## config.mk

```make
export PLATFORM = sky130hd
export DESIGN_NAME = lvt_ctrl
export DESIGN_NICKNAME = d
export VERILOG_FILES = /design/src/rtl/lvt_pkg.sv /design/src/rtl/lvt_entry.sv /design/src/rtl/lvt_arb.sv /design/src/rtl/lvt_ctrl.sv
export SDC_FILE = /design/constraint.sdc
export NUM_CORES = 1
export LEC_CHECK = 0
export ABC_AREA = 0
export ABC_CLOCK_PERIOD_IN_PS = 3800
export BUFFER_PORTS_ARGS = -buffer_cell sky130_fd_sc_hd__buf_2
export CAP_MARGIN = 25
export CORE_MARGIN = 2
export CORE_UTILIZATION = 30
export CTS_BUF_LIST = sky130_fd_sc_hd__clkbuf_8
export DETAILED_ROUTE_END_ITERATION = 8
export GPL_ROUTABILITY_DRIVEN = 0
export PLACE_DENSITY = 0.56
export SLEW_MARGIN = 20
export SYNTH_ARGS = -nofsm -noshare
export SYNTH_HDL_FRONTEND = slang
export SYNTH_SLANG_ARGS = --single-unit
```

## constraint.sdc

```tcl
create_clock -name clk_i -period 3.8 [get_ports clk_i]
set_input_delay 0.38 -clock clk_i [delete_from_list [all_inputs] [get_ports clk_i]]
set_output_delay 0.38 -clock clk_i [all_outputs]
set_load 0.005 [all_outputs]
```

## src/rtl/lvt_pkg.sv

```systemverilog
package lvt_pkg;
  localparam int WORD_W = 32;
  localparam int VEC_W  = 8;
  localparam int MODE_W = 3;

  localparam logic [MODE_W-1:0] DM_FIXED = 3'b000;
  localparam logic [MODE_W-1:0] DM_SMI   = 3'b010;
  localparam logic [MODE_W-1:0] DM_NMI   = 3'b100;
  localparam logic [MODE_W-1:0] DM_EXT   = 3'b111;

  localparam int B_STATUS = 12;
  localparam int B_POL    = 13;
  localparam int B_RIRR   = 14;
  localparam int B_TRIG   = 15;
  localparam int B_MASK   = 16;

  typedef struct packed {
    logic              mask;
    logic              trig;
    logic              pol;
    logic [MODE_W-1:0] mode;
    logic [VEC_W-1:0]  vec;
  } cfg_t;
endpackage

```

## src/rtl/lvt_entry.sv

```systemverilog
module lvt_entry
  import lvt_pkg::*;
(
  input  logic              clk_i,
  input  logic              rst_ni,
  input  logic              src_i,
  input  logic              wr_i,
  input  logic [3:0]        be_i,
  input  logic [WORD_W-1:0] wdata_i,
  input  logic              eoi_i,
  input  logic [VEC_W-1:0]  eoi_vec_i,
  input  logic              clr_i,
  output cfg_t              cfg_o,
  output logic              pend_o,
  output logic              rirr_o,
  output logic              req_o,
  output logic [WORD_W-1:0] word_o
);
  cfg_t cfg_q;
  logic act, act_q, pend_q, rirr_q, fire;

  always_ff @(posedge clk_i or negedge rst_ni) begin
    if (!rst_ni) begin
      cfg_q <= '{mask: 1'b1, default: '0};
    end else if (wr_i) begin
      if (be_i[0]) cfg_q.vec <= wdata_i[VEC_W-1:0];
      if (be_i[1]) begin
        cfg_q.mode <= wdata_i[10:8];
        cfg_q.pol  <= wdata_i[B_POL];
        cfg_q.trig <= wdata_i[B_TRIG];
      end
      if (be_i[2]) cfg_q.mask <= wdata_i[B_MASK];
    end
  end

  assign act  = src_i ^ cfg_q.pol;
  assign fire = ~cfg_q.mask & ~pend_q & ~rirr_q & (cfg_q.trig ? act : (act & ~act_q));

  always_ff @(posedge clk_i or negedge rst_ni) begin
    if (!rst_ni) begin
      act_q  <= 1'b0;
      pend_q <= 1'b0;
      rirr_q <= 1'b0;
    end else begin
      act_q <= act;
      if (clr_i)     pend_q <= 1'b0;
      else if (fire) pend_q <= 1'b1;
      // acceptance of a fixed level request takes priority over retirement
      if (clr_i && cfg_q.trig && cfg_q.mode == DM_FIXED) rirr_q <= 1'b1;
      else if (eoi_i && eoi_vec_i == cfg_q.vec)         rirr_q <= 1'b0;
    end
  end

  always_comb begin
    word_o           = '0;
    word_o[VEC_W-1:0] = cfg_q.vec;
    word_o[10:8]     = cfg_q.mode;
    word_o[B_STATUS] = pend_q;
    word_o[B_POL]    = cfg_q.pol;
    word_o[B_RIRR]   = rirr_q;
    word_o[B_TRIG]   = cfg_q.trig;
    word_o[B_MASK]   = cfg_q.mask;
  end

  assign cfg_o  = cfg_q;
  assign pend_o = pend_q;
  assign rirr_o = rirr_q;
  assign req_o  = pend_q & ~cfg_q.mask;
endmodule

```

## src/rtl/lvt_arb.sv

```systemverilog
module lvt_arb #(
  parameter int N     = 6,
  parameter int IDX_W = $clog2(N)
) (
  input  logic [N-1:0]     req_i,
  output logic             valid_o,
  output logic [IDX_W-1:0] idx_o
);
  always_comb begin
    idx_o = '0;
    for (int i = N - 1; i >= 0; i--)
      if (req_i[i]) idx_o = IDX_W'(i);
  end
  assign valid_o = |req_i;
endmodule

```

## src/rtl/lvt_ctrl.sv

```systemverilog
module lvt_ctrl
  import lvt_pkg::*;
#(
  parameter int NUM_SRC    = 6,
  parameter int ADDR_W     = 7,
  parameter int STRIDE_LSB = 4
) (
  input  logic               clk_i,
  input  logic               rst_ni,
  input  logic [NUM_SRC-1:0] src_i,
  input  logic               reg_we_i,
  input  logic [3:0]         reg_be_i,
  input  logic [ADDR_W-1:0]  reg_addr_i,
  input  logic [WORD_W-1:0]  reg_wdata_i,
  output logic [WORD_W-1:0]  reg_rdata_o,
  input  logic               eoi_i,
  input  logic [VEC_W-1:0]   eoi_vec_i,
  output logic               req_valid_o,
  output logic [VEC_W-1:0]   req_vec_o,
  output logic [MODE_W-1:0]  req_mode_o,
  input  logic               req_ack_i
);
  localparam int IDX_W = $clog2(NUM_SRC);
  localparam int SEL_W = ADDR_W - STRIDE_LSB;
  localparam logic [SEL_W-1:0] NUM_L = SEL_W'(NUM_SRC);

  logic [SEL_W-1:0]   sel;
  logic               hit;
  logic [IDX_W-1:0]   gnt_idx;
  logic [NUM_SRC-1:0] pend_q, rirr_q, mask_q, req_w;
  cfg_t               cfg_w  [NUM_SRC];
  logic [WORD_W-1:0]  word_w [NUM_SRC];

  assign sel = reg_addr_i[ADDR_W-1:STRIDE_LSB];
  assign hit = (reg_addr_i[STRIDE_LSB-1:0] == '0) && (sel < NUM_L);

  for (genvar g = 0; g < NUM_SRC; g++) begin : g_ent
    lvt_entry u_ent (
      .clk_i     (clk_i),
      .rst_ni    (rst_ni),
      .src_i     (src_i[g]),
      .wr_i      (reg_we_i && hit && sel == SEL_W'(g)),
      .be_i      (reg_be_i),
      .wdata_i   (reg_wdata_i),
      .eoi_i     (eoi_i),
      .eoi_vec_i (eoi_vec_i),
      .clr_i     (req_ack_i && req_valid_o && gnt_idx == IDX_W'(g)),
      .cfg_o     (cfg_w[g]),
      .pend_o    (pend_q[g]),
      .rirr_o    (rirr_q[g]),
      .req_o     (req_w[g]),
      .word_o    (word_w[g])
    );
    assign mask_q[g] = cfg_w[g].mask;
  end

  lvt_arb #(.N(NUM_SRC), .IDX_W(IDX_W)) u_arb (
    .req_i   (req_w),
    .valid_o (req_valid_o),
    .idx_o   (gnt_idx)
  );

  assign req_vec_o   = cfg_w[gnt_idx].vec;
  assign req_mode_o  = cfg_w[gnt_idx].mode;
  assign reg_rdata_o = hit ? word_w[sel[IDX_W-1:0]] : '0;
endmodule

```

# == After elaboration in Yosys (flattened, before gate mapping) ==
# Cells that the tools add are included.
# op_classes
eq_ne,16
n_reduce_logical,73
n_mux,43
order_cmp,3
bitwise,62
# ops
op,count
$bmux W32 S3,1
$mux W32,3
$eq A8 B8 Y1,6
$bmux W14 S3,1
$reduce_and A2 Y1,18
$logic_and A1 B1 Y1,33
$and A1 B1 Y1,30
$mux W1,30
$logic_not A3 Y1,8
$not A1 Y1,24
$reduce_bool A2 Y1,12
$mux W11,2
$mux W3,6
$eq A3 B2 Y1 const B,4
$eq A3 B3 Y1 const B,4
$ge A4 B4 Y1 const B,2
$not A3 Y4,2
$eq A3 B1 Y1 const B,2
$reduce_or A6 Y1,1
$xor A1 B1 Y1,6
$logic_not A4 Y1,1
$lt A3 B3 Y1 const B,1
# totals
in_bits,62
output_inout_bits,44
ff_bits,102
wordCells,245

# == Longest topological paths before layout ==
# logic_depth
depth_word,13
depth_mapped,6
ltp_nobuf,5

# == Cells and area by module ==
# Synthesis repeated with hierarchy kept, for this count alone.
# unflattened
hier_cells,904
hier_area_um2,8832.2
# by_module_without_submodules
mod,cells_each,area_per_inst_um2,seq_area_each_um2,instances
lvt_entry,87,979.7,426.7,6
lvt_ctrl,372,2901.5,0.0,1
lvt_arb,10,52.6,0.0,1

# == Least setup slack after synthesis ==
# OpenSTA, ideal clock, no wires.
# synth_timing
path_type,register to output
from,"register g_ent[0].u_ent.cfg_q, in the netlist g_ent[0].u_ent.cfg_o[13]"
to,output port req_mode_o[0]
n_path_buf,1
path_slack_ns,1.801
t_required_ns,3.420
t_arrival_ns,1.619
path_stages_with_launch,7
path_cell_list,dfstp_2 > nand2b_1 > nand2_1 > or3_1 > clkbuf_1 > a221oi_1 > nor3_1
# synth_via
elab_chain_cells,7
# synth_rtl
item,line,rtl
start: declaration,lvt_entry.sv:19,cfg_t cfg_q;
$not A1 Y1,lvt_entry.sv:68,assign req_o = pend_q & ~cfg_q.mask;
$and A1 B1 Y1,lvt_entry.sv:68,
$mux W3,lvt_arb.sv:12,if (req_i[i]) idx_o = IDX_W'(i);
$not A3 Y4 (not written as such),lvt_ctrl.sv:64,assign req_mode_o = cfg_w[gnt_idx].mode;
$bmux W14 S3,lvt_ctrl.sv:64,
$mux W11 (not written as such) (2 in a row),lvt_ctrl.sv:64,
end: declaration,lvt_ctrl.sv:20,"output logic [MODE_W-1:0] req_mode_o,"
# Every way passes these cells. The select of a mux whose other input is x is not followed.

# == Final worst setup path ==
# layout_timing
from,"register g_ent[2].u_ent.cfg_q, in the netlist g_ent[2].u_ent.cfg_o[13]"
to,output port req_vec_o[5]
# layout_via
elab_chain_cells,9
# layout_rtl
item,line,rtl
start: declaration,lvt_entry.sv:19,
$not A1 Y1,lvt_entry.sv:68,
$and A1 B1 Y1,lvt_entry.sv:68,
$mux W3 (3 in a row),lvt_arb.sv:12,
$not A3 Y4 (not written as such),lvt_ctrl.sv:63,assign req_vec_o = cfg_w[gnt_idx].vec;
$bmux W14 S3,lvt_ctrl.sv:63,
$mux W11 (2 in a row),n/a,
end: declaration,lvt_ctrl.sv:19,"output logic [VEC_W-1:0] req_vec_o,"
# Every way passes these cells. The select of a mux whose other input is x is not followed.

==> flow_metrics.tcl <==
set metrics [dict create \
    outcome "complete, no violations" \
    dr_total_vias 4783 \
    cp_data_required_time_ns 3.42 \
    gr_usage_total 0.1730 \
    cts.reportedPaths.clkPinSlew_ns 0.12 \
    detailed_place_hpwl_um 13610 \
    post_synthesis_to_final_layout_area_growth_pct 12.62 \
    postRouteAntennaNets 0 \
    synthesis.instances 545 \
    report.final.setup_viol 0 \
    drt-pass1-iter-count 5 \
    final_net_count 669 \
    reg_to_reg_end "g_ent[5].u_ent.rirr_o$_DFFE_PN0P_" \
    numPortBuffers 70 \
    placement.setup.worst_slack_ns 1.026 \
    routedWlPerCell_um 21.09 \
    post_cts_resized 0 \
    route.detailed.drc 0 \
    fin_ws_ns 0.6747 \
    floorplan.core_area_um2 20300 \
    diodes 0 \
    die_height_um 148.0 \
    fin_clk_skew_ns 0.01687 \
    arrival_ns 2.75 \
    timing_max_transition_violations_final 0 \
    drt-total-wl_um 18600 \
    start_util 0.3066 \
    clk_latency_ns 0.38 \
    worstReg2RegStart "g_ent[2].u_ent.cfg_o[13]$_DFFE_PN1P_" \
    worst_hold_path_type "in2async" \
    fp-row-count 52 \
    timing.setup.tns_ns 0 \
    reg2regPathDepth 6 \
    yosys_warnings 0 \
    ys_async_sr_fraction 1.000 \
    timing.final.crit_share 0.8225 \
    number_of_global_route_vias_before_repair 5009 \
    htree_num_levels 3 \
    p_leak_nw 3.204 \
    number_of_enable_flip_flop_cells_after_synthesis 0 \
    post-synth-top-area-cell "sky130_fd_sc_hd__dfrtp_1" \
    worstSetupPathType "reg2out" \
    floorplan.die.width_um 148.0 \
    viasPerCell 5.423 \
    grt_first_pass_wirelength_um 28910 \
    timing.final.hold_violations 0 \
    post_layout_nonfiller_instances 882 \
    finalCriticalPeriod_ns 3.125 \
    finalInstanceArea_um2 7010 \
    power.ir.vdd_worst_v 0.0001811 \
    cts_tree "yes" \
    max_cap_viol_count 0 \
    max-slew-margin-rel 0.3673 \
    cts-root-buf "sky130_fd_sc_hd__clkbuf_8" \
    cts_hold_buf 0 \
    tritoncts.num_buffers 9 \
    setup.worst_path.start "g_ent[2].u_ent.cfg_o[13]$_DFFE_PN1P_" \
    end_kind "output port" \
    ctsLongestPathBuffers 2 \
    die_area_um2 21920 \
    fillCellCount 2038 \
    placed_cells_incl_taps 866 \
    fmax_mhz 320.0 \
    grt_setup_unrepaired "false" \
    powerDensity_nw_per_um2 404.0 \
    place_area_um2 6813 \
    cts.repair_timing.setup_buffer_count 0 \
    cts.sink_count 102 \
    ys_top_cells_by_area "sky130_fd_sc_hd__dfrtp_1 (39%), sky130_fd_sc_hd__mux2_2 (18%), sky130_fd_sc_hd__xor2_1 (6.8%), sky130_fd_sc_hd__mux4_2 (5.8%), sky130_fd_sc_hd__a221oi_1 (4.4%)" \
    timing_worst_slew_pin_value_ns 0.9490 \
    syn_area_um2 6225 \
    yosysTopAreaCellShare 0.3859 \
    gr-total-overflow 0 \
    grt_start_max_net_pins 70 \
    synth_seq_area_share 0.4113 \
    regToRegSetupSlack_ns 1.78 \
    design.portCount 106 \
    synthesis.area_per_instance_um2 11.42 \
    grt_antenna_before_repair 0 \
    cp-start-kind "flop" \
    drtIter0Drc 353 \
    netlist-cell-type-count 41 \
    critical_path_fanout_max 14 \
    synthFlopType "sky130_fd_sc_hd__dfrtp_1" \
    yosys_register_bits 102 \
    drive_above_1_share 0.3840 \
    final_util 0.3454 \
]
-- flip-flops by register name, summed over array words and instances, names as in the netlist --
signal / count
g_ent.u_ent.pend_o: 6
g_ent.u_ent.cfg_o: 84
g_ent.u_ent.act_q: 6
g_ent.u_ent.rirr_o: 6
-- final cells by class --
class	instances	area, um2	share of cell area
Clock inverter	7	73.82	0.01053
Inverter	1	3.754	0.0005354
Clock buffer	9	123.9	0.01767
Multi-Input combinational cell	411	3468	0.4947
Sequential cell	102	2560	0.3652
Tap cell	270	337.8	0.04819
Timing Repair Buffer	82	442.9	0.06318
-- metrics by stage --
stage / power (mW) / hold WS (ns)
2_1_floorplan: 1.822 / 0.08441
6_report: 2.832 / 0.1185
3_5_place_dp: 2.150 / 0.5115
3_3_place_gp: 2.119 / 0.5135
4_1_cts: 2.836 / 0.1446
5_1_grt: 2.986 / 0.1603
-- routing by layer --
metal  vias up  global-route usage  part of all wire
met5         -                   0                 0
met4         0             0.05190             0.024
met3        30             0.02809             0.063
met2       217              0.2856              0.47
met1      2403              0.2341              0.44
li1       2133                   -                 -
-- where the power goes --
part / internal, mW / switching, mW / leakage, nW
clock network: 0.260 / 0.426 / 0.101
logic: 0.313 / 0.568 / 1.75
registers: 1.17 / 0.0935 / 1.35
total: 1.74 / 1.09 / 3.20
-- critical path, cell delays in order (launching register included) --
cell                       delay [ns]
sky130_fd_sc_hd__dfstp_2         0.59
sky130_fd_sc_hd__nor2b_1         0.08
sky130_fd_sc_hd__nor4_1          0.29
sky130_fd_sc_hd__o21a_1          0.45
sky130_fd_sc_hd__buf_4           0.32
sky130_fd_sc_hd__a221oi_1        0.12
sky130_fd_sc_hd__nor3_1          0.32
sky130_fd_sc_hd__buf_2           0.18
-- how the worst max path moves through the flow --
stage                     endpoint  slack [ns]
floorplan            req_mode_o[0]        1.80
global placement    reg_rdata_o[9]        1.04
detailed placement  reg_rdata_o[9]        1.03
CTS                   req_vec_o[5]        0.66
global route          req_vec_o[5]        0.52
finish                req_vec_o[5]        0.67
-- cells in the mapped netlist (13+ instances only) --
cell and number:
sky130_fd_sc_hd__a221oi_1 31, sky130_fd_sc_hd__a22oi_1 16, sky130_fd_sc_hd__buf_4 19, sky130_fd_sc_hd__clkbuf_1 18
sky130_fd_sc_hd__dfrtp_1 96, sky130_fd_sc_hd__mux2_2 97, sky130_fd_sc_hd__mux4_2 16, sky130_fd_sc_hd__nand2_1 24
sky130_fd_sc_hd__nor2_1 28, sky130_fd_sc_hd__nor2b_1 13, sky130_fd_sc_hd__nor3_1 19, sky130_fd_sc_hd__o21ai_0 21
sky130_fd_sc_hd__xor2_1 48
-- cell families after synthesis --
| family | Yosys count | synth area share |
|---|---|---|
| flip-flops | 102 | 0.4113 |
| multiplexers | 116 | 0.2388 |
| AO/OA/AOI/OAI | 91 | 0.1049 |
| AND/OR/NAND/NOR | 134 | 0.1274 |
| other | 1 | 0.0006024 |
| buffers and inverters | 47 | 0.04100 |
| XOR/XNOR | 54 | 0.07598 |
-- placed cells by master (no fill, tap or decap), types with 7 or more instances in the layout --
master	n
sky130_fd_sc_hd__mux2_2	97
sky130_fd_sc_hd__dfrtp_1	96
sky130_fd_sc_hd__buf_2	69
sky130_fd_sc_hd__xor2_1	48
sky130_fd_sc_hd__a221oi_1	31
sky130_fd_sc_hd__nor2_1	27
sky130_fd_sc_hd__nand2_1	24
sky130_fd_sc_hd__o21ai_0	21
sky130_fd_sc_hd__nor3_1	19
sky130_fd_sc_hd__mux4_2	16
sky130_fd_sc_hd__a22oi_1	16
sky130_fd_sc_hd__conb_1	16
sky130_fd_sc_hd__nor2b_1	13
sky130_fd_sc_hd__buf_4	13
sky130_fd_sc_hd__nand3_1	11
sky130_fd_sc_hd__clkbuf_8	9
sky130_fd_sc_hd__nor2_4	8
sky130_fd_sc_hd__nor4_1	7
sky130_fd_sc_hd__a21oi_1	7
(Power assumes the default switching activity.)
